`config.mk`:
```
export PLATFORM = sky130hd
export DESIGN_NAME = bbpd_int_acc
export DESIGN_NICKNAME = d
export VERILOG_FILES = /design/src/rtl/bbpd_pkg.sv /design/src/rtl/bbpd_demux.sv /design/src/rtl/bbpd_lane_sum.sv /design/src/rtl/bbpd_sat_acc.sv /design/src/rtl/bbpd_int_acc.sv
export SDC_FILE = /design/constraint.sdc
export NUM_CORES = 1
export LEC_CHECK = 0
export BUFFER_PORTS_ARGS = -buffer_cell sky130_fd_sc_hd__buf_2
export CAP_MARGIN = 20
export CORE_MARGIN = 1.5
export CORE_UTILIZATION = 50
export DETAILED_ROUTE_END_ITERATION = 12
export GPL_ROUTABILITY_DRIVEN = 0
export PLACE_DENSITY = 0.78
export SLEW_MARGIN = 20
export SYNTH_ARGS = -nofsm -noshare
export SYNTH_HDL_FRONTEND = slang
export SYNTH_HIERARCHICAL = 1
export SYNTH_SLANG_ARGS = --single-unit
export TNS_END_PERCENT = 5
```
`constraint.sdc`:
```
create_clock -name clk_i -period 5.15 [get_ports clk_i]
set_clock_uncertainty 0.05 [all_clocks]
set_input_delay 0.7725 -clock clk_i [delete_from_list [all_inputs] [get_ports clk_i]]
set_output_delay 0.7725 -clock clk_i [all_outputs]
set_load 0.03 [all_outputs]
```
`src/rtl/bbpd_pkg.sv`:
```
package bbpd_pkg;
  localparam int unsigned LANES_DEF   = 4;
  localparam int unsigned ACC_W_DEF   = 18;
  localparam int unsigned OUT_W_DEF   = 14;
  localparam int unsigned SHIFT_W_DEF = 3;

  // signed width that holds -lanes..+lanes
  function automatic int unsigned sum_width(input int unsigned lanes);
    return $clog2(lanes + 1) + 1;
  endfunction
endpackage

```
`src/rtl/bbpd_demux.sv`:
```
module bbpd_demux #(
  parameter int unsigned LANES = 4
) (
  input  logic             clk_i,
  input  logic             rst_ni,
  input  logic             sign_i,
  input  logic             sign_vld_i,
  input  logic             consume_i,
  input  logic             discard_i,
  output logic [LANES-1:0] grp_o,
  output logic             grp_vld_o
);
  localparam int unsigned IDX_W = (LANES > 1) ? $clog2(LANES) : 1;
  localparam logic [IDX_W-1:0] LAST = IDX_W'(LANES - 1);

  logic [IDX_W-1:0] idx_q;
  logic [LANES-1:0] lanes_q, lanes_nxt;
  logic             done;

  always_comb begin
    lanes_nxt = lanes_q;
    lanes_nxt[idx_q] = sign_i;
  end

  assign done = sign_vld_i && (idx_q == LAST);

  always_ff @(posedge clk_i or negedge rst_ni) begin
    if (!rst_ni) begin
      idx_q     <= '0;
      lanes_q   <= '0;
      grp_o     <= '0;
      grp_vld_o <= 1'b0;
    end else begin
      if (sign_vld_i) begin
        lanes_q <= lanes_nxt;
        idx_q   <= done ? '0 : idx_q + 1'b1;
      end
      if (done) begin
        grp_o     <= lanes_nxt;
        grp_vld_o <= 1'b1;
      end else if (consume_i || discard_i) begin
        grp_vld_o <= 1'b0;
      end
    end
  end
endmodule

```
`src/rtl/bbpd_lane_sum.sv`:
```
module bbpd_lane_sum #(
  parameter int unsigned LANES = 4,
  parameter int unsigned SUM_W = 4
) (
  input  logic [LANES-1:0]        grp_i,
  output logic signed [SUM_W-1:0] sum_o
);
  logic signed [SUM_W-1:0] term [LANES];

  for (genvar g = 0; g < LANES; g++) begin : g_term
    assign term[g] = grp_i[g] ? SUM_W'(1) : -SUM_W'(1);
  end

  always_comb begin
    sum_o = '0;
    for (int i = 0; i < LANES; i++) sum_o = sum_o + term[i];
  end
endmodule

```
`src/rtl/bbpd_sat_acc.sv`:
```
module bbpd_sat_acc #(
  parameter int unsigned ACC_W   = 18,
  parameter int unsigned SUM_W   = 4,
  parameter int unsigned SHIFT_W = 3
) (
  input  logic                    clk_i,
  input  logic                    rst_ni,
  input  logic                    add_i,
  input  logic signed [SUM_W-1:0] sum_i,
  input  logic [SHIFT_W-1:0]      shift_i,
  input  logic                    load_i,
  input  logic [ACC_W-1:0]        load_val_i,
  output logic [ACC_W-1:0]        acc_o
);
  localparam logic [ACC_W-1:0] POS_LIM = {1'b0, {(ACC_W-1){1'b1}}};
  localparam logic [ACC_W-1:0] NEG_LIM = {1'b1, {(ACC_W-1){1'b0}}};

  logic signed [ACC_W-1:0] inc;
  logic signed [ACC_W:0]   wide;
  logic [ACC_W-1:0]        sat;

  assign inc  = ACC_W'(sum_i) <<< shift_i;
  assign wide = {acc_o[ACC_W-1], acc_o} + {inc[ACC_W-1], inc};

  always_comb begin
    if (wide[ACC_W] != wide[ACC_W-1]) sat = wide[ACC_W] ? NEG_LIM : POS_LIM;
    else                              sat = wide[ACC_W-1:0];
  end

  always_ff @(posedge clk_i or negedge rst_ni) begin
    if (!rst_ni)     acc_o <= '0;
    else if (load_i) acc_o <= load_val_i;
    else if (add_i)  acc_o <= sat;
  end
endmodule

```
`src/rtl/bbpd_int_acc.sv`:
```
module bbpd_int_acc
  import bbpd_pkg::*;
#(
  parameter int unsigned LANES   = LANES_DEF,
  parameter int unsigned ACC_W   = ACC_W_DEF,
  parameter int unsigned OUT_W   = OUT_W_DEF,
  parameter int unsigned SHIFT_W = SHIFT_W_DEF
) (
  input  logic               clk_i,
  input  logic               rst_ni,
  input  logic               sign_i,
  input  logic               sign_vld_i,
  input  logic               div_en_i,
  input  logic [SHIFT_W-1:0] shift_i,
  input  logic               load_i,
  input  logic [ACC_W-1:0]   load_val_i,
  output logic [OUT_W-1:0]   ctrl_o
);
  localparam int unsigned SUM_W = sum_width(LANES);

  logic [LANES-1:0]        grp;
  logic                    grp_vld;
  logic                    add;
  logic signed [SUM_W-1:0] grp_sum;
  logic [ACC_W-1:0]        acc_q;

  assign add = div_en_i && grp_vld && !load_i;

  bbpd_demux #(.LANES(LANES)) u_demux (
    .clk_i, .rst_ni, .sign_i, .sign_vld_i,
    .consume_i (add),
    .discard_i (load_i),
    .grp_o     (grp),
    .grp_vld_o (grp_vld)
  );

  bbpd_lane_sum #(.LANES(LANES), .SUM_W(SUM_W)) u_sum (
    .grp_i (grp),
    .sum_o (grp_sum)
  );

  bbpd_sat_acc #(.ACC_W(ACC_W), .SUM_W(SUM_W), .SHIFT_W(SHIFT_W)) u_acc (
    .clk_i, .rst_ni,
    .add_i   (add),
    .sum_i   (grp_sum),
    .shift_i,
    .load_i,
    .load_val_i,
    .acc_o   (acc_q)
  );

  // low bits dropped to hide dither
  assign ctrl_o = acc_q[ACC_W-1 -: OUT_W];
endmodule

```
==> metrics.md <==
| Metric | Value |
|---|---|
| Outcome | finished, final reports clean |
| Cts hold-fix bufs | 0 |
| Data arrival, critical path | 5.04 ns |
| DR iter-0 viols | 111 |
| Sequential element share of the synthesized area | 25.9% |
| DRC Markers | 0 |
| Full die area | 5860 um2 |
| Most used cell, CP | fa_1 |
| Setup TNS | 0 ns |
| Async set or reset register ratio after synthesis | 100% |
| P&R area growth vs syn | 12.2% |
| # clock sinks | 28 |
| Clock tree buffer depth | 2 |
| Most frequent cells in the layout | 40 x buf_2, 28 x dfrtp_1, 25 x ha_1, 23 x nand2_1, 22 x a21oi_1 |
| Buffers added on ports | 40 |
| Core area | 5170 um2 |
| Synth Area in XOR/XNOR | 6.02% |
| Setup slack after placement | 0.215 ns |
| Layout cell share with drive strength beyond 1 | 23.1% |
| Root Buffer | clkbuf_8 |
| Non-Filler Instances | 403 |
| WL/cell | 16.5 um |
| Hold crit path type | in2async |
| Initial antenna violation count | 0 |
| Reg clk slew, reported paths | 0.11 ns |
| Post-route ant nets | 0 |
| Cell breakdown of the critical path | inv_1 -> fa_1 -> inv_1 -> fa_1 -> fa_1 -> xor2_1 -> xnor2_1 -> nor2b_1 -> a21oi_1 -> o21ai_1 -> nor2b_1 -> ha_1 -> a21o_1 -> a21oi_1 -> a21bo_4 -> a211oi_4 -> o21ai_1 -> o31ai_2 -> or2_4 -> a311oi_1 |
| Antenna cells | 0 |
| Multiplexer share of the synthesized area | 3.94% |
| Critical-path top delay cell | fa_1 |
| Number of global-route vias before repair | 2408 |
| Starting Density | 52.2% |
| Worst Setup Slack, final | 0.238 ns |
| Final Hold Vio Count | 0 |
| Crit path required time | 5.28 ns |
| Synth Flop Type | dfrtp_1 |
| Max Fclk | 204 MHz |
| Hold slack | 0.454 ns |
| Ports | 41 |
| Via count | 2430 |
| Maxcap violations | 0 |
| Std-Cell Rows | 26 |
| Crit path largest cell delay | 0.43 ns |
| Slew Viols, Final | 0 |
| Final setup fails | 0 |
| Synth Instances | 299 |
| GRT Total Usage | 23.7% |
| Most common cell after layout, fill and taps aside | buf_2 |
| Final WL | 6.66 mm |
| Worst reg2reg path depth | 20 |
| Largest net degree at the start of global routing | 29 |
| Die Ht | 76.5 um |
| Max-slew headroom | 35.4% |
| H-Tree Depth | 1 |
| RSZ-0062 raised after global routing | false |
| #FFs+latches synth | 28 |
| GR Overflow Total | 0 |
| CTS Buf Count | 3 |
| DP HPWL | 5.02 mm |
| Largest family of logic cells by synthesized area | compound AO/OA/AOI/OAI gates |
| Placed insts | 395 |
| Number of synthesized flops with an enable pin | 0 |
| Warning count from the yosys run | 6 |
| Syn_nets | 356 |
| Critical Path End Type | flop |
| Crit path kind | reg2reg |
| Reg-to-reg startpoint | u_demux/grp_o[3] |
| Worst-path fanout max | 5 |
| Slew @ Worst Pin | 0.965 ns |
| Mean Syn Cell Area | 9.04 um2 |
| Vias per inst | 6.03 |
| Die X | 76.5 um |
| TritonRoute pass-1 iters | 4 |
| Crit Reg-Reg Endpoint | u_acc/acc_o[10] |
| Crit start category | flop |
| Post-Synth Simple-Gate Area | 15.6% |
| Post-synthesis compound-gate area fraction | 28.3% |
| Final nets | 391 |
| R2r setup slk | 0.24 ns |
| Distinct cell type count of the synthesized netlist | 64 |
| Clock period minus worst slack | 4.91 ns |
| Post-synthesis cell area | 2700 um2 |
| Synth Area in Adders | 15.6% |
| CTS tree | done |
| First-pass GRT wire length | 11.3 mm |
| Clock latency on the worst-skew pair | 0.28 ns |
| Fin crit share | 95.4% |
flip-flops by register name (all words and copies together), names as in the netlist:
signal and count:
u_demux/grp_o 4, u_demux/grp_vld_o 1, u_demux/idx_q 2, u_acc/acc_o 18
u_demux/lanes_q 3
per-layer routing:
metal | GRT usage, % | routed length [um]
met1 | 30.1 | 2850
met2 | 42.9 | 3410
met3 | 2.63 | 284
met4 | 5.56 | 117
met5 | 0 | 0
worst max path at each step:
stage                     startpoint               to  slack [ns]  cells past startpoint
detailed placement  u_demux/grp_o[2]  u_acc/acc_o[11]        0.22                     20
floorplan           u_demux/grp_o[2]  u_acc/acc_o[11]        0.13                     21
finish              u_demux/grp_o[3]  u_acc/acc_o[10]        0.24                     20
global route        u_demux/grp_o[2]   u_acc/acc_o[8]       0.008                     20
global placement    u_demux/grp_o[2]  u_acc/acc_o[16]        0.33                     21
CTS                 u_demux/grp_o[2]  u_acc/acc_o[11]        0.16                     20
cell type report:
class                   instances  area, um2
well taps                      70       87.6
multi-input cells             246       1900
fillers                       459       2140
clock buffers                   3       41.3
clock inverters                 1       30.0
flip-flops and latches         28        701
inverters                      10       37.5
repair buffers                 45        238
kinds of logic after synthesis:
group                      count (synthesis)
xor gates and xnor gates                  17
AOI/OAI and AO/OA                        108
and+or+nand+nor                           79
muxes                                     10
other                                      1
DFF                                       28
buffers and inverters                     25
adders and majority gates                 31
through the flow:
step                      cell area [um2]  util, %
after detailed placement             2910     56.3
after CTS                            2990     57.7
final                                3030     58.6
after floorplan                      2700        -
after global routing                 3030     58.6
after global placement               2910     56.3
synthesized netlist by cell type, types with 2 or more instances:
library cell | n | area [um2]
o21ai_2 | 2 | 17.5
nor3_1 | 4 | 20.0
a21o_1 | 5 | 37.5
a31oi_1 | 6 | 37.5
nand4_1 | 2 | 12.5
o22ai_1 | 7 | 43.8
nor2b_1 | 8 | 50.1
a21oi_1 | 22 | 110
o21ai_1 | 7 | 35.0
o311ai_1 | 5 | 43.8
ha_1 | 25 | 313
a22oi_1 | 12 | 90.1
nand2b_1 | 5 | 31.3
or2_2 | 2 | 12.5
inv_1 | 10 | 37.5
buf_6 | 3 | 33.8
a211oi_1 | 4 | 30.0
a311oi_1 | 6 | 52.6
mux2_2 | 5 | 56.3
fa_1 | 5 | 100
nand2_1 | 23 | 86.3
o21a_1 | 3 | 22.5
nor2_1 | 11 | 41.3
mux2i_1 | 5 | 50.1
nand3_1 | 9 | 45.0
clkbuf_1 | 10 | 37.5
and3_2 | 2 | 15.0
xor2_1 | 7 | 61.3
xnor2_1 | 9 | 78.8
o21ai_0 | 13 | 65.1
nand2_2 | 2 | 12.5
dfrtp_1 | 28 | 701
worst max-delay path: cells and delay by family, from the launching register on:
kind	cells	cell delay [ns]
flops	1	0.41
buf+inv	2	0.16
fa+ha+maj	4	1.53
xor+xnor	2	0.39
compound gates	9	1.62
simple gates	3	0.64
what timing repair did:
action                     CTS  global route
setup endpoints to repair    0            17
resized for setup            0             4
buffers inserted             0             4
Power is not shown: default switching activity piles up to over one toggle a cycle in this logic, so the estimate is an artifact.
